## config.mk

```make
export PLATFORM = sky130hd
export DESIGN_NAME = wdog_keyed_reset
export DESIGN_NICKNAME = d
export VERILOG_FILES = /design/src/rtl/wdog_pkg.sv /design/src/rtl/wdog_ctrl.sv /design/src/rtl/wdog_datapath.sv /design/src/rtl/wdog_keyed_reset.sv
export SDC_FILE = /design/constraint.sdc
export NUM_CORES = 1
export LEC_CHECK = 0
export CAP_MARGIN = 10
export CORE_MARGIN = 2
export CORE_UTILIZATION = 35
export CTS_BUF_LIST = sky130_fd_sc_hd__clkbuf_8 sky130_fd_sc_hd__clkbuf_16
export DETAILED_ROUTE_END_ITERATION = 8
export PLACE_DENSITY = 0.52
export SYNTH_ARGS = -nofsm -noshare
export SYNTH_HDL_FRONTEND = slang
export SYNTH_SLANG_ARGS = --single-unit
```

## constraint.sdc

```tcl
create_clock -name clk -period 10.6 [get_ports clk]
set_input_delay 1.06 -clock clk [delete_from_list [all_inputs] [get_ports clk]]
set_output_delay 1.06 -clock clk [all_outputs]
set_load 0.01 [all_outputs]
```

## src/rtl/wdog_pkg.sv

```systemverilog
package wdog_pkg;
  localparam int ADDR_W = 12;
  localparam int DATA_W = 16;
  localparam int CNT_W  = 2 * DATA_W;

  localparam logic [ADDR_W-1:0] OFS_LOAD_LO = 12'h080;
  localparam logic [ADDR_W-1:0] OFS_LOAD_HI = 12'h084;
  localparam logic [ADDR_W-1:0] OFS_CTRL    = 12'h088;
  localparam logic [ADDR_W-1:0] OFS_LOCK    = 12'h0A0;
  localparam logic [ADDR_W-1:0] OFS_MOD_EN  = 12'hC08;
  localparam logic [ADDR_W-1:0] OFS_CLK_EN  = 12'hC18;
  localparam logic [ADDR_W-1:0] OFS_RST_STS = 12'hEE8;

  localparam logic [DATA_W-1:0] UNLOCK_KEY = 16'hE551;
  localparam int RUN_BIT   = 1;
  localparam int RSTEN_BIT = 3;
  localparam int GATE_BIT  = 2;

  typedef struct packed {
    logic wrLoadLo;
    logic wrLoadHi;
    logic wrCtrl;
    logic wrModEn;
    logic wrClkEn;
    logic wrStatus;
    logic loadCnt;
    logic decCnt;
    logic expire;
    logic pulseStart;
    logic pulseDec;
  } strobe_t;

  typedef struct packed {
    logic run;
    logic rstEn;
    logic cntLow;
    logic gateOn;
    logic pulseBusy;
  } dpStat_t;
endpackage

```

## src/rtl/wdog_ctrl.sv

```systemverilog
module wdog_ctrl
  import wdog_pkg::*;
(
  input  logic              clk,
  input  logic              coreRstN,
  input  logic              tick,
  input  logic              wrEn,
  input  logic [ADDR_W-1:0] wrAddr,
  input  logic [DATA_W-1:0] wrData,
  input  dpStat_t           dpStat,
  output strobe_t           strb,
  output logic              locked
);
  logic cntOn;

  always_ff @(posedge clk or negedge coreRstN) begin
    if (!coreRstN)                         locked <= 1'b1;
    else if (wrEn && wrAddr == OFS_LOCK)   locked <= (wrData != UNLOCK_KEY);
  end

  always_comb begin
    cntOn           = dpStat.run && dpStat.gateOn;
    strb.wrLoadLo   = wrEn && !locked && wrAddr == OFS_LOAD_LO;
    strb.wrLoadHi   = wrEn && !locked && wrAddr == OFS_LOAD_HI;
    strb.wrCtrl     = wrEn && !locked && wrAddr == OFS_CTRL;
    strb.wrModEn    = wrEn && wrAddr == OFS_MOD_EN;
    strb.wrClkEn    = wrEn && wrAddr == OFS_CLK_EN;
    strb.wrStatus   = wrEn && wrAddr == OFS_RST_STS;
    strb.loadCnt    = strb.wrCtrl && wrData[RUN_BIT] && !dpStat.run;
    strb.expire     = cntOn && tick && dpStat.cntLow;
    strb.decCnt     = cntOn && tick && !dpStat.cntLow;
    strb.pulseStart = strb.expire && dpStat.rstEn;
    strb.pulseDec   = tick && dpStat.pulseBusy && !strb.pulseStart;
  end

  // the correct key always opens the lock on the next cycle
  p_key_unlocks_r2: assert property (@(posedge clk) disable iff (!coreRstN)
    (wrEn && wrAddr == OFS_LOCK && wrData == UNLOCK_KEY) |=> !locked);
  // any other value closes it
  p_bad_key_locks_r2: assert property (@(posedge clk) disable iff (!coreRstN)
    (wrEn && wrAddr == OFS_LOCK && wrData != UNLOCK_KEY) |=> locked);
endmodule

```

## src/rtl/wdog_datapath.sv

```systemverilog
module wdog_datapath
  import wdog_pkg::*;
#(
  parameter int PULSE_TICKS = 4
) (
  input  logic              clk,
  input  logic              coreRstN,
  input  logic              porN,
  input  logic              wrEn,
  input  logic [ADDR_W-1:0] wrAddr,
  input  logic [DATA_W-1:0] wrData,
  input  logic [ADDR_W-1:0] rdAddr,
  input  logic              locked,
  input  strobe_t           strb,
  output dpStat_t           dpStat,
  output logic [DATA_W-1:0] rdData,
  output logic              wdRstOut
);
  localparam int PW = $clog2(PULSE_TICKS + 1);

  logic [DATA_W-1:0] loadLo, loadHi, modEn, clkEn, status;
  logic              run, rstEn;
  logic [CNT_W-1:0]  cnt;
  logic [PW-1:0]     pulseCnt;

  always_ff @(posedge clk or negedge coreRstN) begin
    if (!coreRstN) begin
      loadLo <= '0; loadHi <= '0; modEn <= '0; clkEn <= '0;
      run <= 1'b0; rstEn <= 1'b0; cnt <= '0; pulseCnt <= '0;
    end else begin
      if (strb.wrLoadLo) loadLo <= wrData;
      if (strb.wrLoadHi) loadHi <= wrData;
      if (strb.wrModEn)  modEn  <= wrData;
      if (strb.wrClkEn)  clkEn  <= wrData;
      if (strb.wrCtrl) begin
        run   <= wrData[RUN_BIT];
        rstEn <= wrData[RSTEN_BIT];
      end
      if (strb.expire) run <= 1'b0;
      if (strb.loadCnt)     cnt <= {loadHi, loadLo};
      else if (strb.decCnt) cnt <= cnt - 1'b1;
      if (strb.pulseStart)    pulseCnt <= PW'(PULSE_TICKS);
      else if (strb.pulseDec) pulseCnt <= pulseCnt - 1'b1;
    end
  end

  always_ff @(posedge clk or negedge porN) begin
    if (!porN)              status <= '0;
    else if (strb.wrStatus) status <= status | wrData;
  end

  assign wdRstOut = (pulseCnt != '0);

  always_comb begin
    dpStat.run       = run;
    dpStat.rstEn     = rstEn;
    dpStat.cntLow    = (cnt <= CNT_W'(1));
    dpStat.gateOn    = modEn[GATE_BIT] && clkEn[GATE_BIT];
    dpStat.pulseBusy = wdRstOut;
  end

  always_comb begin
    rdData = '0;
    case (rdAddr)
      OFS_LOAD_LO: rdData = loadLo;
      OFS_LOAD_HI: rdData = loadHi;
      OFS_CTRL: begin
        rdData[RUN_BIT]   = run;
        rdData[RSTEN_BIT] = rstEn;
      end
      OFS_LOCK:    rdData[0] = locked;
      OFS_MOD_EN:  rdData = modEn;
      OFS_CLK_EN:  rdData = clkEn;
      OFS_RST_STS: rdData = status;
      default:     rdData = '0;
    endcase
  end

  // a locked write leaves the low load half untouched
  p_locked_hold_r3: assert property (@(posedge clk) disable iff (!coreRstN)
    (locked && wrEn && wrAddr == OFS_LOAD_LO) |=> $stable(loadLo));
  // without the gate, run and a reload, the count holds
  p_gated_hold_r6: assert property (@(posedge clk) disable iff (!coreRstN)
    (!(run && modEn[GATE_BIT] && clkEn[GATE_BIT]) && !strb.loadCnt) |=> $stable(cnt));
  // expiry drops the run bit
  p_run_drop_r7: assert property (@(posedge clk) disable iff (!coreRstN)
    strb.expire |=> !run);
  // the reset pulse starts only from an armed expiry
  p_pulse_origin_r8: assert property (@(posedge clk) disable iff (!coreRstN)
    $rose(wdRstOut) |-> $past(strb.expire && rstEn));
  // status bits never fall while power-on reset is released
  p_status_keep_r9: assert property (@(posedge clk) disable iff (!porN)
    1'b1 |=> (($past(status) & ~status) == '0));
endmodule

```

## src/rtl/wdog_keyed_reset.sv

```systemverilog
module wdog_keyed_reset
  import wdog_pkg::*;
#(
  parameter int PULSE_TICKS = 4
) (
  input  logic              clk,
  input  logic              porN,
  input  logic              rstN,
  input  logic              tick,
  input  logic              wrEn,
  input  logic [ADDR_W-1:0] wrAddr,
  input  logic [DATA_W-1:0] wrData,
  input  logic [ADDR_W-1:0] rdAddr,
  output logic [DATA_W-1:0] rdData,
  output logic              wdRstOut
);
  logic    coreRstN;
  logic    locked;
  strobe_t strb;
  dpStat_t dpStat;

  assign coreRstN = rstN && porN;

  wdog_ctrl i_ctrl (
    .clk(clk), .coreRstN(coreRstN), .tick(tick), .wrEn(wrEn),
    .wrAddr(wrAddr), .wrData(wrData), .dpStat(dpStat),
    .strb(strb), .locked(locked)
  );

  wdog_datapath #(.PULSE_TICKS(PULSE_TICKS)) i_dp (
    .clk(clk), .coreRstN(coreRstN), .porN(porN), .wrEn(wrEn),
    .wrAddr(wrAddr), .wrData(wrData), .rdAddr(rdAddr), .locked(locked),
    .strb(strb), .dpStat(dpStat), .rdData(rdData), .wdRstOut(wdRstOut)
  );
endmodule

```

== Word level (Yosys, flattened, before mapping) ==
Cells that the tools add are included.
Word-level totals
  latch bits: 0
  register bits: 118
  RAM bits: 0
  logic and storage cells: 67
  memories: 0
  bits in read-only memories: 0
  bits of input ports: 45
  output and inout bits: 17
Cells by class
  divide/modulo/power cells: 0
  $add $sub $neg: 2
  $lt $le $gt $ge: 1
  reductions and logical operators: 27
  bitwise gates (word level): 1
  multiplexer cells: 11
  $mul: 0
  eq/ne operators: 15
  shift operators: 0
Operator list (number)
  12-bit by 8-bit == test with 1-bit output (second input constant): 8
  12-bit == test (second input constant): 6
  32-bit 2-to-1 mux: 2
  12-bit one-hot mux with 5 select lines: 1
  32-bit by 1-bit <= comparator with 1-bit output (second input constant): 1
  32-bit by 1-bit subtractor with 32-bit output (second input constant): 1
  1-bit logical AND: 19
  1-bit one-hot mux with 6 select lines: 3
  16-bit != test (second input constant): 1
  16-bit bitwise OR: 1
  3-bit 2-to-1 mux: 2
  2-bit nonzero test: 3
  1-bit one-hot mux with 5 select lines: 1
  1-bit logical NOT: 4
  3-bit nonzero test: 1
  3-bit by 1-bit subtractor with 3-bit output (second input constant): 1
  1-bit 2-to-1 mux: 2

== Depth between registers and ports, before layout ==
Gate-level depths: netlist of run 1.
  depth in word-level cells: 9
  depth in mapped cells: 10

== Cells and area by module ==
Synthesis of run 1 repeated with hierarchy kept, for this count alone.
Second synthesis, totals
  cells, all modules: 536
  area total of the unflattened synthesis: 5982.0 um^2
By module, submodules not included
  wdog_datapath: seq. area each 2927.8 um^2, instances 1, area each 5710.5 um^2, cells an instance 500
  wdog_ctrl: seq. area each 26.3 um^2, instances 1, area each 265.3 um^2, cells an instance 35
  wdog_keyed_reset: seq. area each 0.0 um^2, instances 1, area each 6.3 um^2, cells an instance 1

== Worst setup path before layout of run 1 ==
Ideal clock, no wire load.
  kind: input port to output port
  from: in rdAddr[8]
  to: out rdData[0]
  cell stages on the path: 7
  required time: 9.540 ns
  path slack: 6.734 ns
  data arrival time: 2.806 ns
  buffers on the path: 2
  cells stage by stage: or4_1 nor4b_1 and3_1 buf_2 buf_2 a22oi_1 nand3_1
On the way
  word-level cells in the longest chain between the ends: 2
  elaborated cells between the ends (all ways): 7
  classes of those cells: eq/ne (6); mux (1)
RTL lines
  start, declared: RTL line wdog_keyed_reset.sv:13  | input logic [ADDR_W-1:0] rdAddr,
  12-bit == test / 12-bit by 8-bit == test with 1-bit output (equally long branches): RTL line wdog_datapath.sv:64  | case (rdAddr)
  1-bit one-hot mux with 6 select lines (*): RTL line wdog_datapath.sv:64
  end, declared: RTL line wdog_keyed_reset.sv:14  | output logic [DATA_W-1:0] rdData,
Every way passes the cells marked *; elsewhere a longest branch is shown, timed or not.

== Worst setup path after layout of run 1 ==
  from: in rdAddr[9]
  to: out rdData[0]
The elaborated chain is that of the path after synthesis.

==> flow_summary.json, run 1 <==
{
  "run_status": "complete, no violations",
  "fin_util": 0.443,
  "leakage_uw": 0.00357,
  "period_needed_ps": 5450,
  "drt_iter0_drc": 408,
  "synth_edf_count": 0,
  "hold_buffers": 0,
  "drive_gt1_frac": 0.203,
  "stdcell_count": 832,
  "grt_pass1_vias": 4851,
  "cp.arrival_ps": 4390,
  "ys_top_cells_by_count": "dfrtp_1 (117), mux2_2 (65), nand2_1 (45), nor3_1 (28), nor2_1 (26)",
  "wire_per_inst_um": 20.2,
  "root_buffer": "clkbuf_16",
  "fill_cells": 1567,
  "ioPinCount": 62,
  "nNetsFinal": 648,
  "firstDrtPassIters": 6,
  "antenna_cells": 0,
  "routed-via-count": 4804,
  "clock_latency_ps": 420,
  "grt_util_all_layers": 0.198,
  "fin_tns_setup_ps": 0,
  "slew_viol_final": 0,
  "cts_buffers": 17,
  "startpoint_type": "input port",
  "syn_inst": 538,
  "swShare": 0.257,
  "path_max_fanout": 16,
  "rsz0062_at_grt": "no",
  "path_clk_slew_ps": 60,
  "die_w_um": 134,
  "synth_cell_types": 63,
  "switchingPower_uw": 276,
  "cap_violations": 0,
  "dp_cells": 798,
  "yosysTopAreaCell": "dfrtp_1",
  "period_share": 0.514,
  "pwr-share-clk": 0.506,
  "clock_sinks": 118,
  "power_density_mw_per_mm2": 146,
  "dieHeight_um": 134,
  "worstSetupEndpointType": "output pin",
  "relSlewSlack": 0.320,
  "tightest_slew_ps": 1010,
  "timing.hold.ws_ps": 456,
  "yosysMostFrequentCell": "dfrtp_1",
  "gp_congestion": 0.856,
  "syn_avg_cell_area_um2": 11.1,
  "skew_ps": 2.66,
  "start_util": 0.359,
  "worst-setup-path-type": "input port to output pin",
  "wl_mm": 16.8,
  "synth_nets": 587,
  "die_area_mm2": 0.0180,
  "port_buffers": 61,
  "yosysSeqAreaShare": 0.497,
  "post_cts_resized": 0,
  "combinationalPowerShare": 0.065,
  "hold_viol": 0,
  "rows": 47,
  "post_cts_buffers": 0,
  "cts-htree-levels": 4,
  "yosysTopAreaCellShare": 0.492,
  "hp-class": "register to register",
  "ant_nets": 0,
  "synth-main-ff-cell": "dfrtp_1",
  "grt_max_degree": 71,
  "max_freq_mhz": 184,
  "overflow": 0,
  "pwr-share-seq": 0.429,
  "worst_ep_required_time_ps": 9540,
  "antenna_found_initial": 0,
  "synth-seq-cells": 118,
  "synth_area_leaders": "dfrtp_1 (49%), mux2_2 (12%), a22oi_1 (2.9%)",
  "peakVddDrop_uv": 113,
  "dp_hpwl_mm": 12.0,
  "setup_viol": 0,
  "cts_tree": "done",
  "vias_per_cell": 5.77,
  "yosysWarnings": 0,
  "internal-power_uw": 798,
  "async_flop_share": 1.00,
  "synth_area_mm2": 0.00595,
  "drc": 0,
  "core_mm2": 0.0166,
  "grt_pass1_wl_mm": 27.3,
  "clk_path_buf_depth": 2,
  "syn2layout_area_growth_pct": 23.7
}
==> metrics by stage <==
step                area [um2]  worst slack, ps  power [uW]
floorplan                 5950             6330         501
global placement          6770             5220         535
detailed placement        6770             5170         540
CTS                       7330             5150        1090
global route              7350             4980        1120
finish                    7350             5150        1070
==> power groups by stage <==
stage	Combinational, uW	Sequential, uW	Clock [uW]
final	70.1	461	543
after global placement	67.1	468	0
after detailed placement	71.3	469	0
after floorplan	32.6	468	0
after CTS	71.4	461	554
after global routing	77.8	461	578
==> registers in the layout (all words and copies together) (netlist names) <==
| name | count |
|---|---|
| i_ctrl.locked | 1 |
| i_dp.clkEn | 16 |
| i_dp.cnt | 32 |
| i_dp.loadHi | 16 |
| i_dp.loadLo | 16 |
| i_dp.modEn | 16 |
| i_dp.pulseCnt | 3 |
| i_dp.rstEn | 1 |
| i_dp.run | 1 |
| i_dp.status | 16 |
==> layer usage <==
| metal | wire [um] | vias up | part of all wire | global-route usage |
|---|---|---|---|---|
| li1 | - | 2189 | - | - |
| met5 | 0 | - | 0 | 0 |
| met2 | 7630 | 144 | 0.46 | 0.301 |
| met4 | 416 | 0 | 0.025 | 0.0801 |
| met3 | 832 | 32 | 0.050 | 0.0393 |
| met1 | 7890 | 2439 | 0.47 | 0.278 |
==> final timing paths <==
| check | startpoint | to | slack [ps] | cells after the start |
|---|---|---|---|---|
| max in group asynchronous | porN | i_dp.cnt[25] | 7530 | 3 |
| min | i_dp.status[10] | i_dp.status[10] | 460 | 1 |
| min reg2reg | i_dp.status[10] | i_dp.status[10] | 460 | 1 |
| min in group asynchronous | rstN | i_dp.modEn[8] | 1100 | 2 |
| max | rdAddr[9] | rdData[0] | 5150 | 7 |
| max reg2reg | i_dp.cnt[3] | i_dp.cnt[16] | 7590 | 6 |
==> critical path: stages <==
cell,delay (ps)
clkdlybuf4s50_1,450
or4_1,550
nor4b_1,710
and3_1,700
a22oi_1,220
nand3_1,150
clkdlybuf4s50_1,540
==> layout by cell type, fill, tap and decap left out, types with 3 or more instances in the layout <==
cell,netlist,final
a21o_1,22,22
a21oi_1,21,21
a221o_1,6,6
a222oi_1,13,13
a22oi_1,23,23
a31oi_1,5,5
and2_1,4,3
and4_1,4,4
buf_4,2,3
clkbuf_16,0,17
clkdlybuf4s50_1,0,61
clkinv_4,0,5
dfrtp_1,117,117
ha_1,4,4
inv_1,9,9
inv_6,0,5
inv_8,0,3
mux2_2,65,65
nand2_1,45,45
nand2b_1,3,3
nand3_1,15,15
nand4_1,3,3
nor2_1,26,26
nor3_1,28,25
nor3_2,2,5
nor4_1,12,11
nor4b_1,3,3
nor4bb_1,3,3
o211a_1,3,3
o21ai_0,12,12
or3_1,7,7
or4_1,7,7
xnor2_1,6,6
xor2_1,6,6
==> kinds of logic after synthesis <==
logic type,share of synthesized area
AND/OR/NAND/NOR,0.179
AO/OA/AOI/OAI,0.151
multiplexers,0.123
XOR/XNOR,0.0177
flip-flops,0.497
buffers and inverters,0.0242
adder cells (fa/ha/maj),0.00842
==> layout make-up <==
class / instances / area, um2 / area share
repair buffers: 66 / 656 / 0.0892
multi-input cells: 387 / 2870 / 0.391
well taps: 220 / 275 / 0.0374
inverters: 9 / 33.8 / 0.00459
clock buffers: 17 / 425 / 0.0579
clock inverters: 15 / 136 / 0.0186
flip-flops and latches: 118 / 2950 / 0.402
No activity file was read; power rests on OpenSTA's default activity.
==> run 2: changes to the inputs <==
==> constraint.sdc (replaced) <==
create_clock -name clk -period 5.5 [get_ports clk]
set_input_delay 0.55 -clock clk [delete_from_list [all_inputs] [get_ports clk]]
set_output_delay 0.55 -clock clk [all_outputs]
set_load 0.01 [all_outputs]
==> flow_summary.json, run 2 (synthesis gave the netlist of run 1 again) <==
{
  "run_status": "complete, no violations",
  "drive_gt1_frac": 0.203,
  "wl_mm": 16.6,
  "worstSetupEndpointType": "output pin",
  "power_density_mw_per_mm2": 281,
  "post_cts_resized": 0,
  "die_area_mm2": 0.0180,
  "syn2layout_area_growth_pct": 23.7,
  "period_share": 0.794,
  "routed-via-count": 4767,
  "pre_cts_ws_ps": 1040,
  "layout_common_cells": "dfrtp_1 (117), mux2_2 (65), clkdlybuf4s50_1 (61)",
  "grt_pass1_vias": 4777,
  "root_buffer": "clkbuf_16",
  "met1_usage": 0.280,
  "critPathLaunch": "rdAddr[9]",
  "clk_path_buf_depth": 2,
  "worst_path_most_repeated_cell": "clkdlybuf4s50_1",
  "drt_iter0_drc": 390,
  "hp-class": "register to register",
  "cts_buffers": 17,
  "cp.arrival_ps": 3820,
  "ioPinCount": 62,
  "worst-setup-path-type": "input port to output pin",
  "crit_chain": "clkdlybuf4s50_1 > or4_1 > nor4b_1 > and3_1 > a22oi_1 > nand3_1 > clkdlybuf4s50_1",
  "clock_sinks": 118,
  "period_needed_ps": 4370,
  "final_cell_area_mm2": 0.00735,
  "hold_depth": 1,
  "grt_use_met3": 0.0401,
  "gp_congestion": 0.855,
  "worst_ep_required_time_ps": 4950,
  "overflow": 0,
  "wire_per_inst_um": 20.0,
  "leakage_uw": 0.00358,
  "grt_util_all_layers": 0.195,
  "grtUsageMet2": 0.295,
  "drc": 0,
  "cp_top_family": "simple AND/OR/NAND/NOR gates",
  "port_buffers": 61,
  "post_cts_buffers": 0,
  "r2r_start": "i_dp.cnt[15]",
  "grt_max_degree": 76,
  "relSlewSlack": 0.307,
  "nNetsFinal": 648,
  "dieHeight_um": 134,
  "core_mm2": 0.0166,
  "skew_ps": 8.83,
  "grt_pass1_wl_mm": 27.0,
  "holdCritStartpoint": "i_dp.status[11]",
  "vias_per_cell": 5.73,
  "layout_commonest_cell": "dfrtp_1",
  "path_depth": 7,
  "tightest_slew_ps": 1040,
  "largest_reg_flops": 32,
  "rsz0062_at_grt": "no",
  "antenna_cells": 0,
  "path_clk_slew_ps": 60,
  "peakVddDrop_uv": 191,
  "dp_hpwl_mm": 11.9,
  "max_freq_mhz": 229,
  "start_util": 0.359,
  "firstDrtPassIters": 9,
  "fin_ws_ps": 1130,
  "ant_nets": 0,
  "top_register": "i_dp.cnt",
  "startpoint_type": "input port",
  "hold_viol": 0,
  "crit_path_top_delay_cell": "nor4b_1",
  "cts_tree": "done",
  "antenna_found_initial": 0,
  "clock_latency_ps": 410,
  "top_usage_layer": "met2",
  "setup_viol": 0,
  "rows": 47,
  "path_max_fanout": 16,
  "cts-htree-levels": 4,
  "place_area_mm2": 0.00678,
  "hold_buffers": 0,
  "slew_viol_final": 0,
  "cpPeakStageDelay_ps": 680,
  "fin_tns_setup_ps": 0,
  "die_w_um": 134,
  "cp_num_buf_inv": 2,
  "r2r_cells": 6,
  "cap_violations": 0
}
run 2: cell types whose count changed in the layout (fill, tap and decap cells not counted), sizes merged:
cell	previous run	this run
bufinv	0	1
clkbuf	17	18
clkinv	5	8
clkinvlp	2	3
inv	17	11
run 2: worst paths after layout:
path | to | slack, ps
setup / recovery | rdData[1] | 1130
hold / removal | i_dp.status[11] | 460
setup reg to reg | i_dp.cnt[16] | 2460
hold reg to reg | i_dp.status[11] | 460
max in group asynchronous | i_dp.loadLo[6] | 3010
min in group asynchronous | i_dp.status[2] | 620
run 2: per-stage QoR:
| stage | cells | hold slack (ps) | utilization | power, uW |
|---|---|---|---|---|
| 4_1_cts | 831 | 460 | 0.443 | 2090 |
| 3_5_place_dp | 799 | 444 | 0.409 | 1040 |
| 6_report | 832 | 459 | 0.443 | 2070 |
| 2_1_floorplan | 538 | 254 | - | 965 |
| 3_3_place_gp | 799 | 437 | 0.409 | 1030 |
| 5_1_grt | 832 | 468 | 0.443 | 2150 |
run 2: area by class of cell:
type                    count  area, um2
fillers                  1553       9230
inverters                   9       33.8
repair buffers             66        652
well taps                 220        275
clock buffers              18        439
multi-input cells         387       2870
clock inverters            14        129
flip-flops and latches    118       2950
run 2: where the power goes:
part | internal [uW] | switching, uW
clock | 635 | 413
sequential | 882 | 6.48
combinational | 61.4 | 71.1
total | 1580 | 490
run 2: routing by layer:
metal,vias up,part of all wire
met1,2390,0.47
met3,18,0.052
met5,-,0
met2,169,0.46
li1,2190,-
met4,0,0.013
